### src/rtl/victim_pkg.sv
package victim_pkg;

  // Strobes that the control half hands to the datapath half
  typedef struct packed {
    logic floorLoad;   // capture new floor from write data
    logic idxReload;   // load the top value into the index
    logic idxStep;     // lower the index by one
  } victimStrobe_t;

endpackage

### src/rtl/victim_ctrl.sv
module victim_ctrl
  import victim_pkg::*;
#(
  parameter int IDX_W      = 6,
  parameter int ADDR_W     = 5,
  parameter int FLOOR_ADDR = 6
) (
  input  logic              clk,
  input  logic              rstN,
  input  logic              retireValid,
  input  logic              wrEn,
  input  logic [ADDR_W-1:0] wrAddr,
  input  logic [IDX_W-1:0]  curIdx,
  input  logic [IDX_W-1:0]  curFloor,
  output victimStrobe_t     strobe
);

  localparam logic [IDX_W-1:0] TOP_VAL = IDX_W'((1 << (IDX_W - 1)) - 1);

  logic floorHit;
  logic atFloor;

  assign floorHit = wrEn && (wrAddr == ADDR_W'(FLOOR_ADDR));
  assign atFloor  = (curIdx <= curFloor);

  // A floor write outranks the retire step
  always_comb begin
    strobe           = '0;
    strobe.floorLoad = floorHit;
    if (floorHit) begin
      strobe.idxReload = 1'b1;
    end else if (retireValid) begin
      if (atFloor) strobe.idxReload = 1'b1;
      else         strobe.idxStep   = 1'b1;
    end
  end

  AST_STEP_DOWN: assert property (@(posedge clk) disable iff (!rstN)
    (retireValid && !floorHit && curIdx > curFloor) |=> curIdx == IDX_W'($past(curIdx) - 1'b1));

  AST_WRAP_TOP: assert property (@(posedge clk) disable iff (!rstN)
    (retireValid && !floorHit && curIdx <= curFloor) |=> curIdx == TOP_VAL);

  AST_FLOOR_RELOAD: assert property (@(posedge clk) disable iff (!rstN)
    floorHit |=> curIdx == TOP_VAL);

  AST_IDLE_HOLD: assert property (@(posedge clk) disable iff (!rstN)
    (!retireValid && !floorHit) |=> ($stable(curIdx) && $stable(curFloor)));

endmodule

### src/rtl/victim_dp.sv
module victim_dp
  import victim_pkg::*;
#(
  parameter int IDX_W      = 6,
  parameter int DATA_W     = 32,
  parameter int ADDR_W     = 5,
  parameter int RAND_ADDR  = 1,
  parameter int FLOOR_ADDR = 6
) (
  input  logic              clk,
  input  logic              rstN,
  input  victimStrobe_t     strobe,
  input  logic [DATA_W-1:0] wrData,
  input  logic [ADDR_W-1:0] rdAddr,
  output logic [DATA_W-1:0] rdData,
  output logic [IDX_W-1:0]  idxQ,
  output logic [IDX_W-1:0]  floorQ
);

  localparam logic [IDX_W-1:0] TOP_VAL = IDX_W'((1 << (IDX_W - 1)) - 1);
  localparam int               PAD_W   = DATA_W - IDX_W;

  always_ff @(posedge clk or negedge rstN) begin
    if (!rstN) begin
      idxQ <= TOP_VAL;
    end else if (strobe.idxReload) begin
      idxQ <= TOP_VAL;
    end else if (strobe.idxStep) begin
      idxQ <= idxQ - 1'b1;
    end
  end

  always_ff @(posedge clk or negedge rstN) begin
    if (!rstN) begin
      floorQ <= '0;
    end else if (strobe.floorLoad) begin
      floorQ <= wrData[IDX_W-1:0];
    end
  end

  // Read port: both registers zero-extended, all other numbers read zero
  always_comb begin
    rdData = '0;
    if (rdAddr == ADDR_W'(RAND_ADDR)) begin
      rdData = {{PAD_W{1'b0}}, idxQ};
    end else if (rdAddr == ADDR_W'(FLOOR_ADDR)) begin
      rdData = {{PAD_W{1'b0}}, floorQ};
    end
  end

  AST_UPPER_ZERO: assert property (@(posedge clk) disable iff (!rstN)
    rdData[DATA_W-1:IDX_W] == '0);

  AST_IN_RANGE: assert property (@(posedge clk) disable iff (!rstN)
    (floorQ <= TOP_VAL) |-> (idxQ >= floorQ && idxQ <= TOP_VAL));

  AST_HIGH_FLOOR: assert property (@(posedge clk) disable iff (!rstN)
    (floorQ > TOP_VAL) |-> idxQ == TOP_VAL);

  AST_FLOOR_CAPTURE: assert property (@(posedge clk) disable iff (!rstN)
    strobe.floorLoad |=> floorQ == $past(wrData[IDX_W-1:0]));

endmodule

### src/rtl/tlb_victim_ctr.sv
module tlb_victim_ctr
  import victim_pkg::*;
#(
  parameter int IDX_W      = 6,
  parameter int DATA_W     = 32,
  parameter int ADDR_W     = 5,
  parameter int RAND_ADDR  = 1,
  parameter int FLOOR_ADDR = 6
) (
  input  logic              clk,
  input  logic              rstN,
  input  logic              retireValid,
  input  logic              wrEn,
  input  logic [ADDR_W-1:0] wrAddr,
  input  logic [DATA_W-1:0] wrData,
  input  logic [ADDR_W-1:0] rdAddr,
  output logic [DATA_W-1:0] rdData,
  output logic [IDX_W-1:0]  victimIdx
);

  victimStrobe_t    strobe;
  logic [IDX_W-1:0] idxQ;
  logic [IDX_W-1:0] floorQ;

  victim_ctrl #(
    .IDX_W      (IDX_W),
    .ADDR_W     (ADDR_W),
    .FLOOR_ADDR (FLOOR_ADDR)
  ) u_ctrl (
    .clk         (clk),
    .rstN        (rstN),
    .retireValid (retireValid),
    .wrEn        (wrEn),
    .wrAddr      (wrAddr),
    .curIdx      (idxQ),
    .curFloor    (floorQ),
    .strobe      (strobe)
  );

  victim_dp #(
    .IDX_W      (IDX_W),
    .DATA_W     (DATA_W),
    .ADDR_W     (ADDR_W),
    .RAND_ADDR  (RAND_ADDR),
    .FLOOR_ADDR (FLOOR_ADDR)
  ) u_dp (
    .clk    (clk),
    .rstN   (rstN),
    .strobe (strobe),
    .wrData (wrData),
    .rdAddr (rdAddr),
    .rdData (rdData),
    .idxQ   (idxQ),
    .floorQ (floorQ)
  );

  assign victimIdx = idxQ;

  AST_PORT_MATCH: assert property (@(posedge clk) disable iff (!rstN)
    (rdAddr == ADDR_W'(RAND_ADDR)) |-> rdData[IDX_W-1:0] == victimIdx);

endmodule

### config.mk
export PLATFORM = sky130hd
export DESIGN_NAME = tlb_victim_ctr
export DESIGN_NICKNAME = d
export VERILOG_FILES = /design/src/rtl/victim_pkg.sv /design/src/rtl/victim_ctrl.sv /design/src/rtl/victim_dp.sv /design/src/rtl/tlb_victim_ctr.sv
export SDC_FILE = /design/constraint.sdc
export NUM_CORES = 1
export LEC_CHECK = 0
export ABC_AREA = 1
export BUFFER_PORTS_ARGS = -buffer_cell sky130_fd_sc_hd__buf_2
export CORE_AREA = 5 5 59 61
export DETAILED_ROUTE_END_ITERATION = 10
export DIE_AREA = 0 0 64 66
export PLACE_DENSITY = 0.82
export SLEW_MARGIN = 40
export SYNTH_ARGS = -nofsm -noshare
export SYNTH_HDL_FRONTEND = slang
export SYNTH_HIERARCHICAL = 1
export SYNTH_SLANG_ARGS = --single-unit
### constraint.sdc
create_clock -name clk -period 2.1 [get_ports clk]
set_input_delay 0 -clock clk [delete_from_list [all_inputs] [get_ports clk]]
set_output_delay 0 -clock clk [all_outputs]
set_load 0.05 [all_outputs]
==> results.cfg, run 1 <==
[yosys]
ys_warn_count = 6
seq_area_frac_synth = 0.290
synth_top_area_share = 0.192
ys_seq_elements = 12
synthArstFlopShare = 1.00
synthTopCellsByArea = buf_4 (19%), dfrtp_1 (17%), dfstp_2 (12%)
netlist_instances = 145
yosysUniqueCellTypes = 21
syn_avg_cell_area_um2 = 7.28
synth_edf_count = 0
syn_area_um2 = 1060
yosys.area.top_type = buf_4
ys.flop_type = dfrtp_1
synthTopCellsByCount = buf_4 (27), inv_1 (27), nand2_1 (25)

[cts]
cts_sinks = 12
root_buffer = clkbuf_4
insertion_delay_ns = 0.27
cts.clk_slew.worst_paths_ns = 0.07
cts_inserted_buffers = 3
cts_setup_buffers = 0
cts_tree = built
clockBufferDepth = 2
cts-htree-levels = 1

[global_routing]
grt_max_degree = 13
gr-usage-all-layers = 0.107
grt_antenna_before_repair = 0
grt_pass1_vias = 874
grt_pass1_wl_um = 3630
grt_overflow = 0

[setup_path]
cp_cell_sequence = ha_1 -> nand2_1 -> inv_1 -> nand2_1 -> nand3_1 -> nand2_1 -> nand2_1 -> nand2_1 -> nor2_1 -> nor2_1 -> nand3_1 -> nand2_1 -> nor2_1
ff2ff_setup_slack_ns = 0.18
end_kind = flop
arrival_ns = 2.09
start_kind = flop
worstPathMaxFanout = 5
cp.required_ns = 2.26
cpMostUsedCell = nand2_1
cp_slowest_cell = dfstp_2
slowest_delay_ns = 0.56
worstSetupPathType = flop to flop

[route]
dr_wl_met3_um = 136
drtPass1Iterations = 4
drc = 0
routed.top_layer = met3
via_per_inst = 4.25
vias = 926
dr.first_iter.drc_count = 7
drtAntennaViolNets = 0
dr_wl_met2_um = 1270
wl_met1_um = 869
avgRoutedWirePerCell_um = 10.4
routed_wl_um = 2270

[placement]
placed_area_um2 = 1150
dp.cells = 207
port-buffer-count = 31
globalplace.congestion = 0.826
dpl.hpwl_um = 1880

[die]
die_x_um = 64
dieArea_um2 = 4220
fp-row-count = 20
start_util = 0.361
die_h_um = 66
core-area_um2 = 2930
ios = 84

[cells_and_area]
post-route-util = 0.424
syn_to_final_growth_pct = 17.7
fin_nets = 239
drive_gt1_frac = 0.265
fin_cells = 218
finalInstanceArea_um2 = 1240
n_antenna_cell = 0

[sta]
setup_violations = 0
setup_tns_ns = 0
hold_violations = 0
fin_crit_ns = 1.92
holdWs_ns = 0.127
drv_slew = 0
max_freq_mhz = 520
fin_crit_sh = 0.916
rsz0062_at_grt = false
fin_skew_ns = 0.000557

[min_path]
min-delay-path-class = input pin to async pin

[run]
maxCapViolations = 0

[pwr]
p_per_area_nw_per_um2 = 839
ir_worst_vdd_v = 0.000404
power_leakage_uw = 0.000740

[outcome]
status = finished, final reports clean
-- flip-flops by register name (all words and copies together), names as in the netlist --
signal       flops
u_dp/floorQ      6
u_dp/idxQ        6
-- final cells by class --
type / instances / area (um2)
multi-input combinational: 101 / 527
clock buffer: 4 / 26.3
timing repair buffer: 39 / 233
fill: 325 / 1690
tap: 33 / 41.3
sequential: 12 / 307
inverter: 29 / 109
-- timing repair --
action | CTS | global route
hold endpoints to repair | 18 | 0
resized for setup | 0 | 0
endpoints found under the setup margin | 0 | 0
hold buffers | 7 | 0
-- worst paths after layout --
path,startpoint,endpoint,cells past startpoint
min,rstN,u_dp/floorQ[4]$_DFFE_PN0P_,2
max reg2reg,u_dp/idxQ[4]$_DFFE_PN1P_,u_dp/idxQ[5]$_DFFE_PN0P_,13
min reg2reg,u_dp/idxQ[4]$_DFFE_PN1P_,u_dp/idxQ[4]$_DFFE_PN1P_,2
max in group asynchronous,rstN,u_dp/idxQ[1]$_DFFE_PN1P_,2
min in group clk,retireValid,u_dp/idxQ[1]$_DFFE_PN1P_,5
max,u_dp/idxQ[4]$_DFFE_PN1P_,u_dp/idxQ[5]$_DFFE_PN0P_,13
-- placed cells by master, fill, tap and decap left out, types with 3 or more instances in the layout --
cell type / n
buf_2: 31
inv_1: 27
conb_1: 26
nand2_1: 25
nor2_1: 10
o21ai_0: 8
dlygate4sd3_1: 7
ha_1: 7
dfrtp_1: 7
nand3_1: 6
o22ai_1: 6
dfstp_2: 5
a21oi_1: 4
clkbuf_4: 3
-- stage by stage --
step,setup slack [ns],total power [uW]
after floorplan,0.123,815
after global placement,0.243,872
after detailed placement,0.186,888
after CTS,0.172,1050
after global routing,0.0115,1130
final,0.177,1040
-- routing by layer --
layer  vias to the layer above  track usage
met1                       417        0.118
met2                        31        0.197
met5                         -            0
li1                        478            -
met4                         0       0.0390
met3                         0       0.0221
-- power by group --
part           internal, uW  leakage, uW  switching [uW]
registers               300     0.000134            48.4
clock network          73.6    0.0000150            75.3
logic                   142     0.000591             403
total                   515     0.000740             527
-- critical path: cells and delay by family, from the launching register on --
family / cells / cell delay (ns)
flops: 1 / 0.56
fa+ha+maj: 1 / 0.23
buf+inv: 1 / 0.05
simple gates: 11 / 0.98
-- kinds of logic (layout without fill, tap and decap cells) --
kind of cell               Yosys count  after routing  share of synthesized area
and+or+nand+nor                     49             49                      0.226
adders and majority gates            7              7                     0.0829
buffers and inverters               57             72                      0.300
DFF                                 12             12                      0.290
AOI/OAI and AO/OA                   19             19                     0.0972
other                                1             26                    0.00355
Note: power is estimated with default switching activity, not from simulation.
==> run 2: changes to the inputs <==
Settings changed: BUFFER_PORTS_ARGS -buffer_cell sky130_fd_sc_hd__buf_2 to -buffer_cell sky130_fd_sc_hd__buf_4, CELL_PAD_IN_SITES_DETAIL_PLACEMENT from default to 1, CELL_PAD_IN_SITES_GLOBAL_PLACEMENT from default to 1, CORE_AREA 5 5 59 61 to 2 2 68 70, DIE_AREA 0 0 64 66 to 0 0 70 72, PLACE_DENSITY 0.82 to 0.84.
==> run 2 against run 1 <==
Combinational power up 9.7%; die area up 19%; routed wire length up 20%; via count up 5.7%; critical endpoint is now u_dp/idxQ[4]$_DFFE_PN1P_.
==> results.cfg, run 2 (synthesis results as in run 1) <==
[sta]
hold_violations = 0
setup_tns_ns = 0
setup_violations = 0
fin_skew_ns = 0.00609
rsz0062_at_grt = false
max_freq_mhz = 521
fin_crit_sh = 0.914
drv_slew = 0
fin_crit_ns = 1.92

[min_path]
whs_path_depth = 3
min-delay-path-class = input pin to flop

[global_routing]
grt_pass1_vias = 948
grt_overflow = 0
gr-usage-all-layers = 0.108
grt_max_degree = 13
grt_antenna_before_repair = 0
grt_pass1_wl_um = 4300

[cells_and_area]
syn_to_final_growth_pct = 30.0
finalInstanceArea_um2 = 1370
final_common_cell = buf_4
n_antenna_cell = 0
drive_gt1_frac = 0.285
largest_registers = u_dp/floorQ x6, u_dp/idxQ x6
fin_nets = 240
fin_cells = 238
final_cell_mix = buf_4 (34), inv_1 (27), conb_1 (26), nand2_1 (24), nor2_1 (9)

[setup_path]
r2r-end = u_dp/idxQ[4]$_DFFE_PN1P_
start_kind = flop
cpMostUsedCell = nand2_1
timing.rr.start = u_dp/idxQ[3]$_DFFE_PN1P_
cp_top_family = simple AND/OR/NAND/NOR gates
slowest_delay_ns = 0.57
path_depth = 13
r2r_cells = 13
setup.worst_path.start = u_dp/idxQ[3]$_DFFE_PN1P_
cp_cell_sequence = ha_1 -> nand2_1 -> nor2_2 -> nand2_1 -> nand3_1 -> nand2_1 -> nand2_1 -> nand2_2 -> inv_2 -> nand2_4 -> nand3_4 -> o21ai_1 -> nand2_1
ff2ff_setup_slack_ns = 0.18
arrival_ns = 2.09
path_buf_inv = 1
worstSetupPathType = flop to flop
worstPathMaxFanout = 5
endpoint = u_dp/idxQ[4]$_DFFE_PN1P_
end_kind = flop
cp.required_ns = 2.27
cp_slowest_cell = dfstp_2

[route]
via_per_inst = 4.11
routed_wl_um = 2720
vias = 979
drtAntennaViolNets = 0
drc = 0
dr.first_iter.drc_count = 14
drtPass1Iterations = 4
avgRoutedWirePerCell_um = 11.4

[die]
core-area_um2 = 4260
start_util = 0.248
ios = 84
fp-row-count = 24
dieArea_um2 = 5040
die_x_um = 70
die_h_um = 72

[placement]
dpl.hpwl_um = 2070
dp.cells = 226
port-buffer-count = 31
globalplace.congestion = 0.838
placed_area_um2 = 1250

[cts]
insertion_delay_ns = 0.24
cts_inserted_buffers = 3
cts_tree = built
root_buffer = clkbuf_8
cts-htree-levels = 1
cts.clk_slew.worst_paths_ns = 0.06
cts_sinks = 12
clockBufferDepth = 2

[outcome]
status = finished, final reports clean

[pwr]
power_leakage_uw = 0.000778
ir_worst_vdd_v = 0.000254
p_per_area_nw_per_um2 = 852

[run]
maxCapViolations = 0
## run 2: per-stage QoR
| step | hold slack, ns | utilization | setup slack (ns) | power [uW] |
|---|---|---|---|---|
| after floorplan | -0.296 | - | 0.123 | 815 |
| after global placement | -0.153 | 0.293 | 0.213 | 905 |
| after detailed placement | -0.154 | 0.293 | 0.150 | 922 |
| after CTS | 0.00588 | 0.317 | 0.109 | 1160 |
| after global routing | 0.0245 | 0.322 | 0.00573 | 1270 |
| final | 0.00272 | 0.322 | 0.180 | 1170 |
## run 2: power by group
part           switching, uW  internal [uW]
combinational            419            180
clock                   86.8            134
sequential              50.0            301
total                    555            614
## run 2: final cells by class
class / count / area [um2]
Inverter: 29 / 109
Timing Repair Buffer: 40 / 315
Sequential cell: 12 / 307
Multi-Input combinational cell: 101 / 532
Clock buffer: 4 / 45.0
Tap cell: 52 / 65.1
Fill cell: 560 / 2890
## run 2: layer usage
metal	vias up	global-route usage	share of wire
met5	-	0	0
met1	462	0.130	0.42
met2	31	0.189	0.52
met3	5	0.0208	0.046
met4	0	0.0449	0.017
li1	481	-	-
## run 2: worst min-delay path by stage
stage,slack [ns],to,startpoint
after floorplan,-0.30,u_dp/floorQ[0]$_DFFE_PN0P_,rstN
after detailed placement,-0.15,u_dp/floorQ[4]$_DFFE_PN0P_,rstN
final,0.003,u_dp/floorQ[1]$_DFFE_PN0P_,wrData[1]
after CTS,0.006,u_dp/floorQ[1]$_DFFE_PN0P_,wrData[1]
after global routing,0.02,u_dp/floorQ[1]$_DFFE_PN0P_,wrData[1]
after global placement,-0.15,u_dp/floorQ[3]$_DFFE_PN0P_,rstN
## run 2: repair_timing
action / CTS / global route
setup endpoints to repair: 0 / 2
gates resized for setup: 0 / 2
buffers inserted: 0 / 2
hold buffers: 6 / 0
endpoints found under the hold margin: 17 / 0
## run 2: worst reg2reg max path, cell delays in order (launching register included)
cell and delay, ns:
dfstp_2 0.57, ha_1 0.25, nand2_1 0.09, nor2_2 0.05
nand2_1 0.06, nand3_1 0.07, nand2_1 0.10, nand2_1 0.07
nand2_2 0.11, inv_2 0.08, nand2_4 0.09, nand3_4 0.08
o21ai_1 0.15, nand2_1 0.07
==> run 3: changes to the inputs <==
==> constraint.sdc (replaced) <==
create_clock -name clk -period 2.1 [get_ports clk]
set_input_delay 0.315 -clock clk [delete_from_list [all_inputs] [get_ports clk]]
set_output_delay 0.315 -clock clk [all_outputs]
set_load 0.05 [all_outputs]
==> run 3 against run 2 <==
Via count shrank 3.5%; worst setup slack worse by 0.0036 ns; maximum frequency fell by 0.19%; critical path type unchanged; critical endpoint unchanged; largest cell class unchanged; total power decreased by 2.4%.
==> results.cfg, run 3 (synthesis results as in run 1) <==
[route]
via_per_inst = 4.09
drc = 0
drtAntennaViolNets = 0
avgRoutedWirePerCell_um = 10.9
drtPass1Iterations = 4
vias = 945
routed_wl_um = 2530
dr.first_iter.drc_count = 11

[global_routing]
grt_pass1_wl_um = 4040
grt_overflow = 0
grt_max_degree = 13
grt_antenna_before_repair = 0
grt_pass1_vias = 928
gr-usage-all-layers = 0.101

[cells_and_area]
regArea_um2 = 307
final_common_cell = buf_4
fin_nets = 233
fillers = 562
syn_to_final_growth_pct = 23.8
drive_gt1_frac = 0.285
n_antenna_cell = 0
multi_input_area_um2 = 532
largest_registers = u_dp/floorQ x6, u_dp/idxQ x6
final_cell_mix = buf_4 (32), inv_1 (27), conb_1 (26), nand2_1 (24), nor2_1 (9)

[sta]
max_freq_mhz = 520
fin_crit_ns = 1.92
drv_slew = 0
holdWs_ns = 0.281
fin_skew_ns = 0.00368
fin_crit_sh = 0.916
setup_violations = 0
hold_violations = 0
setup_tns_ns = 0
fin_ws_ns = 0.176

[cts]
root_buffer = clkbuf_8
clockBufferDepth = 2
cts_tree = built
cts_inserted_buffers = 3
cts_sinks = 12
insertion_delay_ns = 0.24
cts.clk_slew.worst_paths_ns = 0.05
cts-htree-levels = 1
cts_setup_buffers = 0

[die]
core-area_um2 = 4260
die_h_um = 72
fp-row-count = 24
die_x_um = 70
dieArea_um2 = 5040
ios = 84
start_util = 0.248

[setup_path]
r2r_cells = 14
worstSetupPathType = flop to flop
end_kind = flop
cp_cell_sequence = ha_1 -> nand2_1 -> nor2_2 -> nand2_1 -> nand3_1 -> nand2_1 -> nand2_1 -> nand2_2 -> inv_2 -> nand2_4 -> nand3_4 -> nor2_2 -> nor2_1 -> nand2_1
cp.required_ns = 2.29
worstPathMaxFanout = 5
slowest_delay_ns = 0.58
endpoint = u_dp/idxQ[4]$_DFFE_PN1P_
start_kind = flop
setup.worst_path.start = u_dp/idxQ[2]$_DFFE_PN1P_
timing.rr.start = u_dp/idxQ[2]$_DFFE_PN1P_
cp_slowest_cell = dfstp_2
r2r-end = u_dp/idxQ[4]$_DFFE_PN1P_
ff2ff_setup_slack_ns = 0.18
arrival_ns = 2.11
cpMostUsedCell = nand2_1

[pwr]
ir_worst_vdd_v = 0.000248
power_leakage_uw = 0.000747
p_per_area_nw_per_um2 = 873

[min_path]
min-delay-path-class = input pin to flop

[placement]
globalplace.congestion = 0.838
dpl.hpwl_um = 2070
port-buffer-count = 31
post-place-ws_ns = 0.150

[run]
maxCapViolations = 0

[outcome]
status = finished, final reports clean
[run 3: cell types whose count changed in the layout (fill, tap and decap cells not counted), sizes merged]
| cell | previous run | this run |
|---|---|---|
| buf | 34 | 32 |
| dlygate4sd3 | 6 | 1 |
[run 3: worst min path at each step]
stage / from / endpoint / slack, ns / depth (start not counted)
finish: wrData[0] / u_dp/floorQ[0]$_DFFE_PN0P_ / 0.28 / 3
global route: wrData[4] / u_dp/floorQ[4]$_DFFE_PN0P_ / 0.28 / 3
CTS: wrData[4] / u_dp/floorQ[4]$_DFFE_PN0P_ / 0.28 / 3
detailed placement: rstN / u_dp/floorQ[4]$_DFFE_PN0P_ / 0.16 / 1
global placement: rstN / u_dp/floorQ[3]$_DFFE_PN0P_ / 0.16 / 1
floorplan: rstN / u_dp/floorQ[0]$_DFFE_PN0P_ / 0.02 / 0
[run 3: what timing repair did]
action                                  CTS  global route
endpoints found under the setup margin    0             2
hold buffers                              1             0
resized for setup                         0             2
hold endpoints to repair                  7             0
[run 3: per-stage QoR]
step / power [uW] / instances / utilization / instance area (um2)
global route: 1230 / 231 / 0.307 / 1310
finish: 1140 / 231 / 0.307 / 1310
CTS: 1150 / 231 / 0.305 / 1300
floorplan: 815 / 170 / - / 1150
detailed placement: 922 / 226 / 0.293 / 1250
global placement: 905 / 226 / 0.293 / 1250
[run 3: final cells by class]
type,instances,share of cell area
well taps,52,0.0498
multi-input cells,101,0.407
inverters,29,0.0833
repair buffers,33,0.191
clock buffers,4,0.0344
flip-flops and latches,12,0.234
[run 3: critical path, delay by kind of cell, from the launching register on]
kind | cells | cell delay, ns
DFF | 1 | 0.58
buffers and inverters | 1 | 0.09
adders and majority gates | 1 | 0.24
and+or+nand+nor | 12 | 0.96
[run 3: routing by layer]
metal / part of all wire / vias up / track usage
met1: 0.40 / 441 / 0.113
met3: 0.054 / 5 / 0.0222
met5: 0 / - / 0
met2: 0.53 / 33 / 0.185
li1: - / 466 / -
met4: 0.018 / 0 / 0.0449
[run 3: power by group]
group | leakage (uW) | switching (uW) | internal (uW)
logic | 0.000590 | 412 | 162
clock network | 0.0000228 | 84.9 | 134
registers | 0.000134 | 49.2 | 301
